==> config.mk <==
export PLATFORM = sky130hd
export DESIGN_NAME = nand_seq
export DESIGN_NICKNAME = d
export VERILOG_FILES = /design/src/rtl/nseq_pkg.sv /design/src/rtl/nseq_sync.sv /design/src/rtl/nseq_decode.sv /design/src/rtl/nseq_gap.sv /design/src/rtl/nand_seq.sv
export SDC_FILE = /design/constraint.sdc
export NUM_CORES = 1
export LEC_CHECK = 0
export ABC_AREA = 1
export BUFFER_PORTS_ARGS = -buffer_cell sky130_fd_sc_hd__buf_4
export CAP_MARGIN = 20
export CORE_MARGIN = 2
export CORE_UTILIZATION = 24
export CTS_CLUSTER_DIAMETER = 80
export DETAILED_ROUTE_END_ITERATION = 8
export PLACE_DENSITY_LB_ADDON = 0.15
export RECOVER_POWER = 100
export SYNTH_ARGS = -nofsm -noshare
export SYNTH_HDL_FRONTEND = slang
export SYNTH_SLANG_ARGS = --single-unit
export TNS_END_PERCENT = 5
==> constraint.sdc <==
create_clock -name clk -period 2.8 [get_ports clk]
set_input_delay 0.56 -clock clk [delete_from_list [all_inputs] [get_ports clk]]
set_output_delay 0.56 -clock clk [all_outputs]
set_load 0.01 [all_outputs]
==> src/rtl/nseq_pkg.sv <==
package nseq_pkg;
   typedef enum logic [2:0] {
      ST_IDLE   = 3'd0,
      ST_SETUP  = 3'd1,
      ST_STROBE = 3'd2,
      ST_HOLD   = 3'd3,
      ST_DONE   = 3'd4
   } nseq_state_e;

   typedef enum logic [1:0] {
      WIN_DATA = 2'b00,
      WIN_CMD  = 2'b01,
      WIN_ADDR = 2'b10,
      WIN_ALT  = 2'b11
   } nseq_win_e;
endpackage

==> src/rtl/nseq_sync.sv <==
module nseq_sync #(
   parameter int   STAGES  = 2,
   parameter logic RST_VAL = 1'b1
) (
   input  logic clk,
   input  logic rst_n,
   input  logic d,
   output logic q
);
   logic [STAGES-1:0] chain_q;

   if (STAGES < 2) begin : g_bad_stages
      $error("nseq_sync needs at least two stages");
   end

   always_ff @(posedge clk or negedge rst_n) begin
      if (!rst_n) chain_q <= {STAGES{RST_VAL}};
      else        chain_q <= {chain_q[STAGES-2:0], d};
   end

   assign q = chain_q[STAGES-1];
endmodule

==> src/rtl/nseq_decode.sv <==
module nseq_decode
   import nseq_pkg::*;
#(
   parameter int NCS  = 2,
   parameter int CS_W = 1
) (
   input  logic [CS_W+1:0] sel,
   output logic [NCS-1:0]  cs_hot,
   output nseq_win_e       win,
   output logic            ctl
);
   logic [CS_W-1:0] idx;
   assign idx = sel[CS_W+1:2];

   for (genvar i = 0; i < NCS; i++) begin : g_cs
      assign cs_hot[i] = (idx == CS_W'(i));
   end

   assign win = nseq_win_e'(sel[1:0]);
   assign ctl = (win == WIN_CMD) || (win == WIN_ADDR);
endmodule

==> src/rtl/nseq_gap.sv <==
module nseq_gap #(
   parameter int GW = 4
) (
   input  logic          clk,
   input  logic          rst_n,
   input  logic          load,
   input  logic [GW-1:0] load_val,
   output logic          gap_ok
);
   localparam int CW = GW + 1;
   logic [CW-1:0] left_q;

   always_ff @(posedge clk or negedge rst_n) begin
      if (!rst_n)              left_q <= '0;
      else if (load)           left_q <= {1'b0, load_val} + CW'(1);
      else if (left_q != '0)   left_q <= left_q - CW'(1);
   end

   assign gap_ok = (left_q <= CW'(1));
endmodule

==> src/rtl/nand_seq.sv <==
module nand_seq
   import nseq_pkg::*;
#(
   parameter int DW  = 8,
   parameter int NCS = 2,
   parameter int TW  = 8,
   parameter int GW  = 4,
   localparam int CS_W = (NCS > 1) ? $clog2(NCS) : 1,
   localparam int SW   = CS_W + 2
) (
   input  logic           clk,
   input  logic           rst_n,
   input  logic           req,
   input  logic [SW-1:0]  req_addr,
   input  logic           req_we,
   input  logic [DW-1:0]  req_wdata,
   output logic           ready,
   output logic [DW-1:0]  rdata,
   input  logic [GW-1:0]  cfg_cle_re,
   input  logic [GW-1:0]  cfg_ale_re,
   input  logic [TW-1:0]  cfg_hiz,
   input  logic [TW-1:0]  cfg_wait,
   input  logic [TW-1:0]  cfg_set_data,
   input  logic [TW-1:0]  cfg_hold_data,
   input  logic [TW-1:0]  cfg_set_ctl,
   input  logic [TW-1:0]  cfg_hold_ctl,
   output logic [NCS-1:0] nand_ce_n,
   output logic           nand_cle,
   output logic           nand_ale,
   output logic           nand_re_n,
   output logic           nand_we_n,
   output logic [DW-1:0]  nand_dq_o,
   output logic           nand_dq_oe,
   input  logic [DW-1:0]  nand_dq_i,
   input  logic           nand_wait_n
);
   if (NCS < 2)  begin : g_bad_ncs $error("nand_seq needs NCS >= 2"); end
   if (DW < 1)   begin : g_bad_dw  $error("nand_seq needs DW >= 1");  end
   if (TW < 1)   begin : g_bad_tw  $error("nand_seq needs TW >= 1");  end
   if (GW < 1)   begin : g_bad_gw  $error("nand_seq needs GW >= 1");  end

   nseq_state_e    st_q;
   logic [TW-1:0]  cnt_q;
   logic [TW-1:0]  hiz_q;
   logic           hiz_done_q;
   logic [NCS-1:0] cs_q;
   nseq_win_e      win_q;
   logic           ctl_q;
   logic           we_q;
   logic [DW-1:0]  wd_q;
   logic [DW-1:0]  rd_q;

   logic [NCS-1:0] dec_cs;
   nseq_win_e      dec_win;
   logic           dec_ctl;
   logic           wait_s;
   logic           gap_ok;
   logic           gap_load;
   logic           active;

   nseq_decode #(.NCS(NCS), .CS_W(CS_W)) u_dec (
      .sel(req_addr), .cs_hot(dec_cs), .win(dec_win), .ctl(dec_ctl)
   );

   nseq_sync #(.STAGES(2), .RST_VAL(1'b1)) u_wsync (
      .clk(clk), .rst_n(rst_n), .d(nand_wait_n), .q(wait_s)
   );

   assign gap_load = (st_q == ST_HOLD) && (cnt_q == '0) && ctl_q;

   nseq_gap #(.GW(GW)) u_gap (
      .clk(clk), .rst_n(rst_n), .load(gap_load),
      .load_val((win_q == WIN_CMD) ? cfg_cle_re : cfg_ale_re),
      .gap_ok(gap_ok)
   );

   always_ff @(posedge clk or negedge rst_n) begin
      if (!rst_n) begin
         st_q       <= ST_IDLE;
         cnt_q      <= '0;
         hiz_q      <= '0;
         hiz_done_q <= 1'b0;
         cs_q       <= '0;
         win_q      <= WIN_DATA;
         ctl_q      <= 1'b0;
         we_q       <= 1'b0;
         wd_q       <= '0;
         rd_q       <= '0;
      end else begin
         if (st_q == ST_SETUP || st_q == ST_STROBE || st_q == ST_HOLD) begin
            if (hiz_q != '0) hiz_q <= hiz_q - TW'(1);
            else             hiz_done_q <= 1'b1;
         end
         case (st_q)
            ST_IDLE: if (req) begin
               st_q       <= ST_SETUP;
               cs_q       <= dec_cs;
               win_q      <= dec_win;
               ctl_q      <= dec_ctl;
               we_q       <= req_we;
               wd_q       <= req_wdata;
               cnt_q      <= dec_ctl ? cfg_set_ctl : cfg_set_data;
               hiz_q      <= cfg_hiz;
               hiz_done_q <= 1'b0;
            end
            ST_SETUP: begin
               if (cnt_q != '0) cnt_q <= cnt_q - TW'(1);
               else if (we_q || gap_ok) begin
                  st_q  <= ST_STROBE;
                  cnt_q <= cfg_wait;
               end
            end
            ST_STROBE: begin
               if (cnt_q != '0) cnt_q <= cnt_q - TW'(1);
               else if (wait_s) begin
                  st_q  <= ST_HOLD;
                  cnt_q <= ctl_q ? cfg_hold_ctl : cfg_hold_data;
                  if (!we_q) rd_q <= nand_dq_i;
               end
            end
            ST_HOLD: begin
               if (cnt_q != '0) cnt_q <= cnt_q - TW'(1);
               else             st_q  <= ST_DONE;
            end
            ST_DONE: st_q <= ST_IDLE;
            default: st_q <= ST_IDLE;
         endcase
      end
   end

   assign active     = (st_q == ST_SETUP) || (st_q == ST_STROBE) || (st_q == ST_HOLD);
   assign nand_ce_n  = active ? ~cs_q : '1;
   assign nand_cle   = active && (win_q == WIN_CMD);
   assign nand_ale   = active && (win_q == WIN_ADDR);
   assign nand_re_n  = !((st_q == ST_STROBE) && !we_q);
   assign nand_we_n  = !((st_q == ST_STROBE) && we_q);
   assign nand_dq_o  = wd_q;
   assign nand_dq_oe = active && we_q && hiz_done_q;
   assign ready      = (st_q == ST_DONE);
   assign rdata      = rd_q;

   always @(posedge clk) begin
      if (!rst_n) begin
         a_r1_reset_idle: assert (&nand_ce_n && !nand_cle && !nand_ale && nand_re_n
                                  && nand_we_n && !nand_dq_oe && !ready);
      end
   end

   a_r2_one_chip: assert property (@(posedge clk) disable iff (!rst_n)
      $countones(~nand_ce_n) <= 1);
   a_r3_latch_excl: assert property (@(posedge clk) disable iff (!rst_n)
      !(nand_cle && nand_ale));
   a_r5_strobe_excl: assert property (@(posedge clk) disable iff (!rst_n)
      nand_re_n || nand_we_n);
   a_r6_wait_stretch: assert property (@(posedge clk) disable iff (!rst_n)
      ((!nand_re_n || !nand_we_n) && !wait_s) |=> (!nand_re_n || !nand_we_n));
   a_r8_no_drive_on_read: assert property (@(posedge clk) disable iff (!rst_n)
      nand_dq_oe |-> nand_re_n);
   a_r10_ready_pulse: assert property (@(posedge clk) disable iff (!rst_n)
      ready |=> !ready);
   a_r10_ready_idle_bus: assert property (@(posedge clk) disable iff (!rst_n)
      ready |-> (&nand_ce_n));
endmodule

==> qor.yml, run 1 <==
synthesis:
  netlist_area_mm2: 0.003166
  synth.distinct_cells: 32
  synth_most_common_cell: "nand2_1"
  ys_top_cells_by_area: "dfrtp_1, nand2_1, inv_1"
  synthCells: 459
  seq_area_frac_synth_pct: 38.81
  yosysWarnings: 0
  async_reset_ff_share_pct: 100.0
  ys.flop_type: "dfrtp_1"
  synth_top_area_cell: "dfrtp_1"
  avgSynthCellArea_um2: 6.897
  yosysTopAreaCellShare_pct: 37.15
  synth_fp_nets: 547
  synth_seq_cells: 49
  synth_common_cells: "nand2_1, inv_1, dfrtp_1"
  synth_edf_count: 0
timing:
  hold_viol_final: 0
  finalMaxSlewViolations: 0
  finalSetupTns_ns: 0
  fmax_ghz: 0.4233
  fin_crit_sh_pct: 84.38
  rsz0062_at_grt: "false"
  period_minus_slack_ns: 2.363
  worst_pin_slew_ns: 1.295
  setup_violations: 0
  worst_clock_skew_ns: 0.006170
  relSlewSlack_pct: 13.69
setup_path:
  start_kind: "flop"
  ff2ff_setup_slack_ns: 0.50
  arrival_ns: 1.80
  crit_required_ns: 2.24
  critPathKind: "reg -> out"
  cp_max_fo: 17
  crit_path_end_kind: "output port"
clocking:
  clock_path_buffers: 2
  clk_pin_slew_ns: 0.07
  insertion_delay_ns: 0.29
  cts-root-buf: "clkbuf_16"
  cts_buffers: 5
  cts_htree_levels: 2
  cts_hold_buf: 0
  post_cts_buffers: 0
  numClockSinks: 49
  cts_tree: "yes"
  cts_resized: 0
pwr:
  p_per_area_mw_per_mm2: 996.4
  vdd_drop_max_mv: 0.3586
  power.static_leakage_nw: 2.211
min_path:
  hp-class: "reg -> reg"
grt:
  grt_max_degree: 50
  grt_usage_pct: 13.21
  grt_first_pass_wirelength_mm: 15.17
  grt_pass1_vias: 3187
  antenna_found_initial: 0
  overflow: 0
place:
  place_hpwl_mm: 7.140
  io_buffer_count: 103
  finalWeightedCongestion: 0.8908
  place_inst: 727
die:
  io_pins: 104
  start_util_pct: 24.78
  fp.dieArea_mm2: 0.01412
  die_x_um: 118.8
  chipHeight_um: 118.8
  core-area_mm2: 0.01277
  row_count: 41
detailed_routing:
  vias: 3115
  wire_per_inst_um: 12.61
  finalWirelength_mm: 9.270
  viasPerCell: 4.238
  drtPass1Iterations: 4
  ant_nets: 0
  drtIter0Drc: 137
  drc_errors: 0
cells_and_area:
  syn_to_final_growth_pct: 31.62
  final_cells: 735
  antenna_cells: 0
  drive_gt1_share_pct: 20.07
  finalNetCount: 650
status:
  status: "completed"
job:
  cap_violations: 0
-- critical path, cell delays in order, from the launching register on --
cell      delay [ns]
dfrtp_1         0.50
nor2_1          0.11
nor2_4          0.19
inv_1           0.31
nor3_1          0.23
clkbuf_1        0.17
-- power breakdown --
part,switching [W],internal (W),total [W]
clock network,0.000265,0.000447,0.000712
registers,0.000269,0.00104,0.00131
logic,0.00136,0.000767,0.00213
-- per-stage QoR --
step / util, % / hold slack, ns / cell area [um^2] / power [W] / worst slack, ns
after global routing: 32.62 / 0.3646 / 4167 / 0.004585 / 0.2197
after detailed placement: 32.29 / 0.3468 / 4124 / 0.003620 / 0.8442
after CTS: 33.64 / 0.3338 / 4297 / 0.004362 / 0.5262
after floorplan: - / 0.2644 / 3166 / 0.002857 / 0.9645
final: 32.62 / 0.3559 / 4167 / 0.004152 / 0.4373
after global placement: 32.29 / 0.3470 / 4124 / 0.003602 / 0.8937
-- final cells by class --
type                            instances  area [um^2]
Tap cell                              172        215.2
Clock inverter                          1        30.03
Fill cell                            1404         8607
Clock buffer                            7        142.6
Timing Repair Buffer                  104        703.2
Multi-Input combinational cell        344         1629
Inverter                               58        217.7
Sequential cell                        49         1229
-- sequential cells by signal, summed over array words and instances, names as in the netlist --
| register | flops |
|---|---|
| hiz_q | 8 |
| cnt_q | 8 |
| rdata | 8 |
| cs_q | 2 |
| hiz_done_q | 1 |
| st_q | 3 |
| u_gap.left_q | 5 |
| u_wsync.chain_q | 2 |
| we_q | 1 |
| nand_dq_o | 8 |
| win_q | 2 |
| ctl_q | 1 |
-- cell usage in the layout (no fill, tap or decap), types with 2 or more instances in the layout --
master,synthesis,routed
nand2_1,177,178
nor2_2,7,4
dfstp_2,2,2
nand3_1,27,28
nand3_2,3,2
xor2_1,11,11
o21bai_1,2,2
a21oi_1,14,15
buf_4,0,82
inv_1,52,54
inv_2,6,4
dfrtp_1,47,47
o21ai_0,27,32
clkbuf_16,0,5
nand2_2,4,4
o21ai_1,9,4
nor3_1,4,4
nand4_1,5,6
nor2_1,29,35
clkbuf_1,2,21
or2_2,3,3
ha_1,8,8
-- path summary, 6_finish.rpt --
check | end | cells after the start | startpoint
max | nand_ale | 5 | st_q[0]
min | u_wsync.chain_q[1] | 0 | u_wsync.chain_q[0]
max reg2reg | hiz_q[2] | 5 | st_q[0]
min reg2reg | u_wsync.chain_q[1] | 0 | u_wsync.chain_q[0]
max in group asynchronous | u_gap.left_q[3] | 1 | rst_n
min in group asynchronous | rdata[5] | 1 | rst_n
-- layer usage --
metal | global-route usage [%] | wire [um] | vias to the layer above
met5 | 0 | 0 | -
met4 | 3.274 | 87 | 0
met3 | 3.305 | 674 | 6
met2 | 22.77 | 4295 | 92
met1 | 16.50 | 4213 | 1382
li1 | - | - | 1635
-- cell families (layout without fill, tap and decap cells) --
family	Yosys count	after routing	synth area share (%)
DFF	49	49	38.81
adders and majority gates	8	8	3.162
xor gates and xnor gates	12	12	3.320
and+or+nand+nor	267	267	36.72
buffers and inverters	66	170	8.063
AOI/OAI and AO/OA	57	57	9.921
No activity file was read; power rests on OpenSTA's default activity.
==> run 2, diff against run 1 <==
==> constraint.sdc (replaced) <==
create_clock -name clk -period 2.3 [get_ports clk]
set_input_delay 0.46 -clock clk [delete_from_list [all_inputs] [get_ports clk]]
set_output_delay 0.46 -clock clk [all_outputs]
set_load 0.01 [all_outputs]
==> qor.yml, run 2 (synthesis gave the netlist of run 1 again) <==
setup_path:
  cp_cell_sequence: "nor2_1, nor2_4, inv_2, nor3_1, clkbuf_1"
  cpMaxStageDelayCell: "dfrtp_2"
  arrival_ns: 1.56
  start_kind: "flop"
  max_stage_delay_ns: 0.45
  crit_path_end_kind: "output port"
  critPathTopFamily: "simple AND/OR/NAND/NOR gates"
  cp_max_fo: 17
  critPathKind: "reg -> out"
  path_buf_inv: 2
  ff2ff_setup_slack_ns: 0.45
  crit_required_ns: 1.84
grt:
  met2_usage_pct: 23.13
  overflow: 0
  met1_usage_pct: 17.16
  grt_max_degree: 50
  grt_first_pass_wirelength_mm: 15.48
  grt_usage_pct: 13.44
  grt_pass1_vias: 3198
  top_usage_layer: "met2"
  antenna_found_initial: 0
  met3_usage_pct: 3.209
clocking:
  cts_buffers: 5
  clk_pin_slew_ns: 0.07
  insertion_delay_ns: 0.29
  cts_tree: "yes"
  cts-root-buf: "clkbuf_16"
  cts_htree_levels: 2
  cts_hold_buf: 0
  numClockSinks: 49
  clock_path_buffers: 2
timing:
  finalSetupTns_ns: 0
  finalMaxSlewViolations: 0
  fin_crit_sh_pct: 87.95
  setup_violations: 0
  worst_clock_skew_ns: 0.004438
  rsz0062_at_grt: "false"
  period_minus_slack_ns: 2.023
  relSlewSlack_pct: 14.63
  worst_pin_slew_ns: 1.281
  fmax_ghz: 0.4944
  hold_viol_final: 0
min_path:
  hp-class: "in -> reg"
detailed_routing:
  wire_per_inst_um: 12.41
  ant_nets: 0
  viasPerCell: 4.258
  drtPass1Iterations: 4
  vias: 3134
  drtIter0Drc: 181
  drc_errors: 0
  finalWirelength_mm: 9.133
die:
  core-area_mm2: 0.01277
  fp.dieArea_mm2: 0.01412
  start_util_pct: 24.78
  row_count: 41
  io_pins: 104
  die_x_um: 118.8
  chipHeight_um: 118.8
cells_and_area:
  drive_gt1_share_pct: 21.28
  multi_input_area_mm2: 0.001658
  fillerInstances: 1398
  finalNetCount: 651
  syn_to_final_growth_pct: 32.85
  final_common_cell: "nand2_1"
  seq_area_mm2: 0.001231
  layout_common_cells: "nand2_1, buf_4, inv_1"
  antenna_cells: 0
pwr:
  p_per_area_mw_per_mm2: 1210
  vdd_drop_max_mv: 0.3994
  power.static_leakage_nw: 2.218
  power.total_w: 0.005088
place:
  io_buffer_count: 103
  finalWeightedCongestion: 0.8590
  place_hpwl_mm: 7.180
job:
  cap_violations: 0
status:
  status: "completed"
## run 2: final timing paths
| kind | from | to | depth (start not counted) |
|---|---|---|---|
| min in group asynchronous | rst_n | rdata[5] | 1 |
| worst max-delay path | st_q[0] | nand_ale | 5 |
| worst min-delay path | nand_wait_n | u_wsync.chain_q[0] | 1 |
| worst min register to register | u_wsync.chain_q[0] | u_wsync.chain_q[1] | 0 |
| max in group asynchronous | rst_n | st_q[1] | 1 |
| worst max register to register | st_q[0] | hiz_q[0] | 6 |
## run 2: timing repair
item	4_1_cts	5_1_grt
setup endpoints to repair	0	1
gates resized for setup	0	2
setup buffers	0	0
## run 2: per-layer routing
layer	part of all wire, %	routed length, um	vias up
li1	-	-	1635
met1	45	4145	1421
met2	48	4387	74
met3	5.9	539	4
met4	0.66	60	0
met5	0	0	-
## run 2: per-stage QoR
stage               instance area, um^2  hold slack, ns  instances  setup WS, ns  util [%]
floorplan                          3166          0.1644        459        0.5645         -
global placement                   4131          0.3472        728        0.4896     32.34
CTS                                4304          0.2327        736        0.1160     33.70
detailed placement                 4131          0.3499        728        0.4383     32.34
global route                       4205          0.2764        736       0.06084     32.92
finish                             4205          0.2803        736        0.2772     32.92
## run 2: layout make-up
cell class | count | area share, %
clock buffers | 7 | 3.392
clock inverters | 1 | 0.7141
inverters | 58 | 5.177
multi-input cells | 344 | 39.42
flip-flops and latches | 49 | 29.28
well taps | 172 | 5.118
repair buffers | 105 | 16.90
## run 2: where the power goes
part           internal [W]  total (W)  switching, W
clock network      0.000544   0.000875      0.000330
logic              0.000952    0.00263       0.00168
registers           0.00128    0.00158      0.000304
==> run 3, diff against run 2 <==
--- a/config.mk
+++ b/config.mk
@@ -8,12 +8,11 @@
 export ABC_AREA = 1
 export BUFFER_PORTS_ARGS = -buffer_cell sky130_fd_sc_hd__buf_4
 export CAP_MARGIN = 20
-export CORE_MARGIN = 2
+export CORE_MARGIN = 1
 export CORE_UTILIZATION = 24
 export CTS_CLUSTER_DIAMETER = 80
 export DETAILED_ROUTE_END_ITERATION = 8
 export PLACE_DENSITY_LB_ADDON = 0.15
-export RECOVER_POWER = 100
 export SYNTH_ARGS = -nofsm -noshare
 export SYNTH_HDL_FRONTEND = slang
 export SYNTH_SLANG_ARGS = --single-unit
==> qor.yml, run 3 (synthesis gave the netlist of run 1 again) <==
status:
  status: "completed"
timing:
  fin_crit_sh_pct: 92.61
  worst_clock_skew_ns: 0.005235
  relSlewSlack_pct: 56.24
  period_minus_slack_ns: 2.130
  fin_hold_ws_ns: 0.1939
  worst_pin_slew_ns: 0.6564
  finalSetupTns_ns: 0
  hold_viol_final: 0
  fmax_ghz: 0.4695
  finalMaxSlewViolations: 0
  setup_violations: 0
  rsz0062_at_grt: "false"
cells_and_area:
  final_common_cell: "nand2_1"
  drive_gt1_share_pct: 26.06
  layout_common_cells: "nand2_1, buf_4, inv_1"
  fillerInstances: 1405
  multi_input_area_mm2: 0.001682
  finalNetCount: 651
  syn_to_final_growth_pct: 35.34
  seq_area_mm2: 0.001229
  antenna_cells: 0
place:
  io_buffer_count: 103
  place_hpwl_mm: 7.119
  finalWeightedCongestion: 0.8330
setup_path:
  arrival_ns: 1.67
  cp_max_fo: 17
  max_stage_delay_ns: 0.53
  critPathTopFamily: "flip-flops"
  cp_cell_sequence: "nor2_1, nor2_4, inv_2, nor3_1, buf_4"
  crit_required_ns: 1.84
  cpMaxStageDelayCell: "dfrtp_1"
  start_kind: "flop"
  crit_path_end_kind: "output port"
  path_buf_inv: 2
  critPathKind: "reg -> out"
detailed_routing:
  ant_nets: 0
  finalWirelength_mm: 8.959
  drtIter0Drc: 104
  viasPerCell: 4.255
  drtPass1Iterations: 4
  drc_errors: 0
  wire_per_inst_um: 12.17
  vias: 3132
die:
  io_pins: 104
  row_count: 41
  fp.dieArea_mm2: 0.01365
  core-area_mm2: 0.01272
  start_util_pct: 24.88
  die_x_um: 116.8
  chipHeight_um: 116.8
pwr:
  p_per_area_mw_per_mm2: 1200
  power.total_w: 0.005140
  power.static_leakage_nw: 2.286
  vdd_drop_max_mv: 0.4411
grt:
  grt_max_degree: 50
  grt_usage_pct: 13.98
  grt_pass1_vias: 3097
  grt_first_pass_wirelength_mm: 14.66
  antenna_found_initial: 0
  overflow: 0
clocking:
  clock_path_buffers: 2
  cts_htree_levels: 2
  cts_resized: 0
  clk_pin_slew_ns: 0.06
  cts_hold_buf: 0
  cts-root-buf: "clkbuf_16"
  numClockSinks: 49
  cts_buffers: 5
  insertion_delay_ns: 0.29
  cts_tree: "yes"
  post_cts_buffers: 0
min_path:
  hp-class: "in -> async"
job:
  cap_violations: 0
## run 3: cell count changes in the layout (fill, tap and decap cells not counted), sizes merged
| cell | previous run | this run |
|---|---|---|
| buf | 83 | 105 |
| clkbuf | 29 | 6 |
| clkinv | 0 | 2 |
| bufinv | 1 | 0 |
## run 3: per-layer routing
metal	share of wire, %	GRT usage [%]	up-vias
met4	1.4	3.882	0
met1	44	17.22	1396
met2	47	24.02	88
li1	-	-	1640
met5	0	0	-
met3	7.2	3.759	8
## run 3: power breakdown
part | internal [W] | switching (W)
sequential | 0.00127 | 0.000306
clock | 0.000433 | 0.000327
combinational | 0.00109 | 0.00171
## run 3: final cells by class
cell class	instances	area share [%]
multi-input cells	344	39.25
flip-flops and latches	49	28.68
repair buffers	105	18.40
inverters	58	5.082
well taps	172	5.023
clock buffers	6	3.242
clock inverters	2	0.3213
## run 3: path summary, 6_finish.rpt
| path | startpoint | endpoint | slack, ns | cells after the start |
|---|---|---|---|---|
| setup / recovery | st_q[0] | nand_ale | 0.17 | 5 |
| hold / removal | rst_n | cnt_q[3] | 0.19 | 1 |
| setup reg to reg | cnt_q[0] | cnt_q[7] | 0.50 | 11 |
| hold reg to reg | u_wsync.chain_q[0] | u_wsync.chain_q[1] | 0.36 | 0 |
| max in group asynchronous | rst_n | cnt_q[4] | 1.66 | 1 |
| min in group clk | nand_wait_n | u_wsync.chain_q[0] | 0.28 | 1 |
## run 3: through the flow
stage               instances  instance area [um^2]  setup WS, ns  util (%)
floorplan                 459                  3166        0.5645         -
global placement          728                  4131        0.5017     32.47
detailed placement        728                  4131        0.4529     32.47
CTS                       736                  4284        0.1360     33.67
global route              736                  4284       0.02958     33.67
finish                    736                  4284        0.1700     33.67
## run 3: worst register-to-register path: cells and delay by family (launching register included)
kind,cells,cell delay [ns]
flops,1,0.38
fa+ha+maj,1,0.24
simple gates,9,0.94
buf+inv,1,0.14
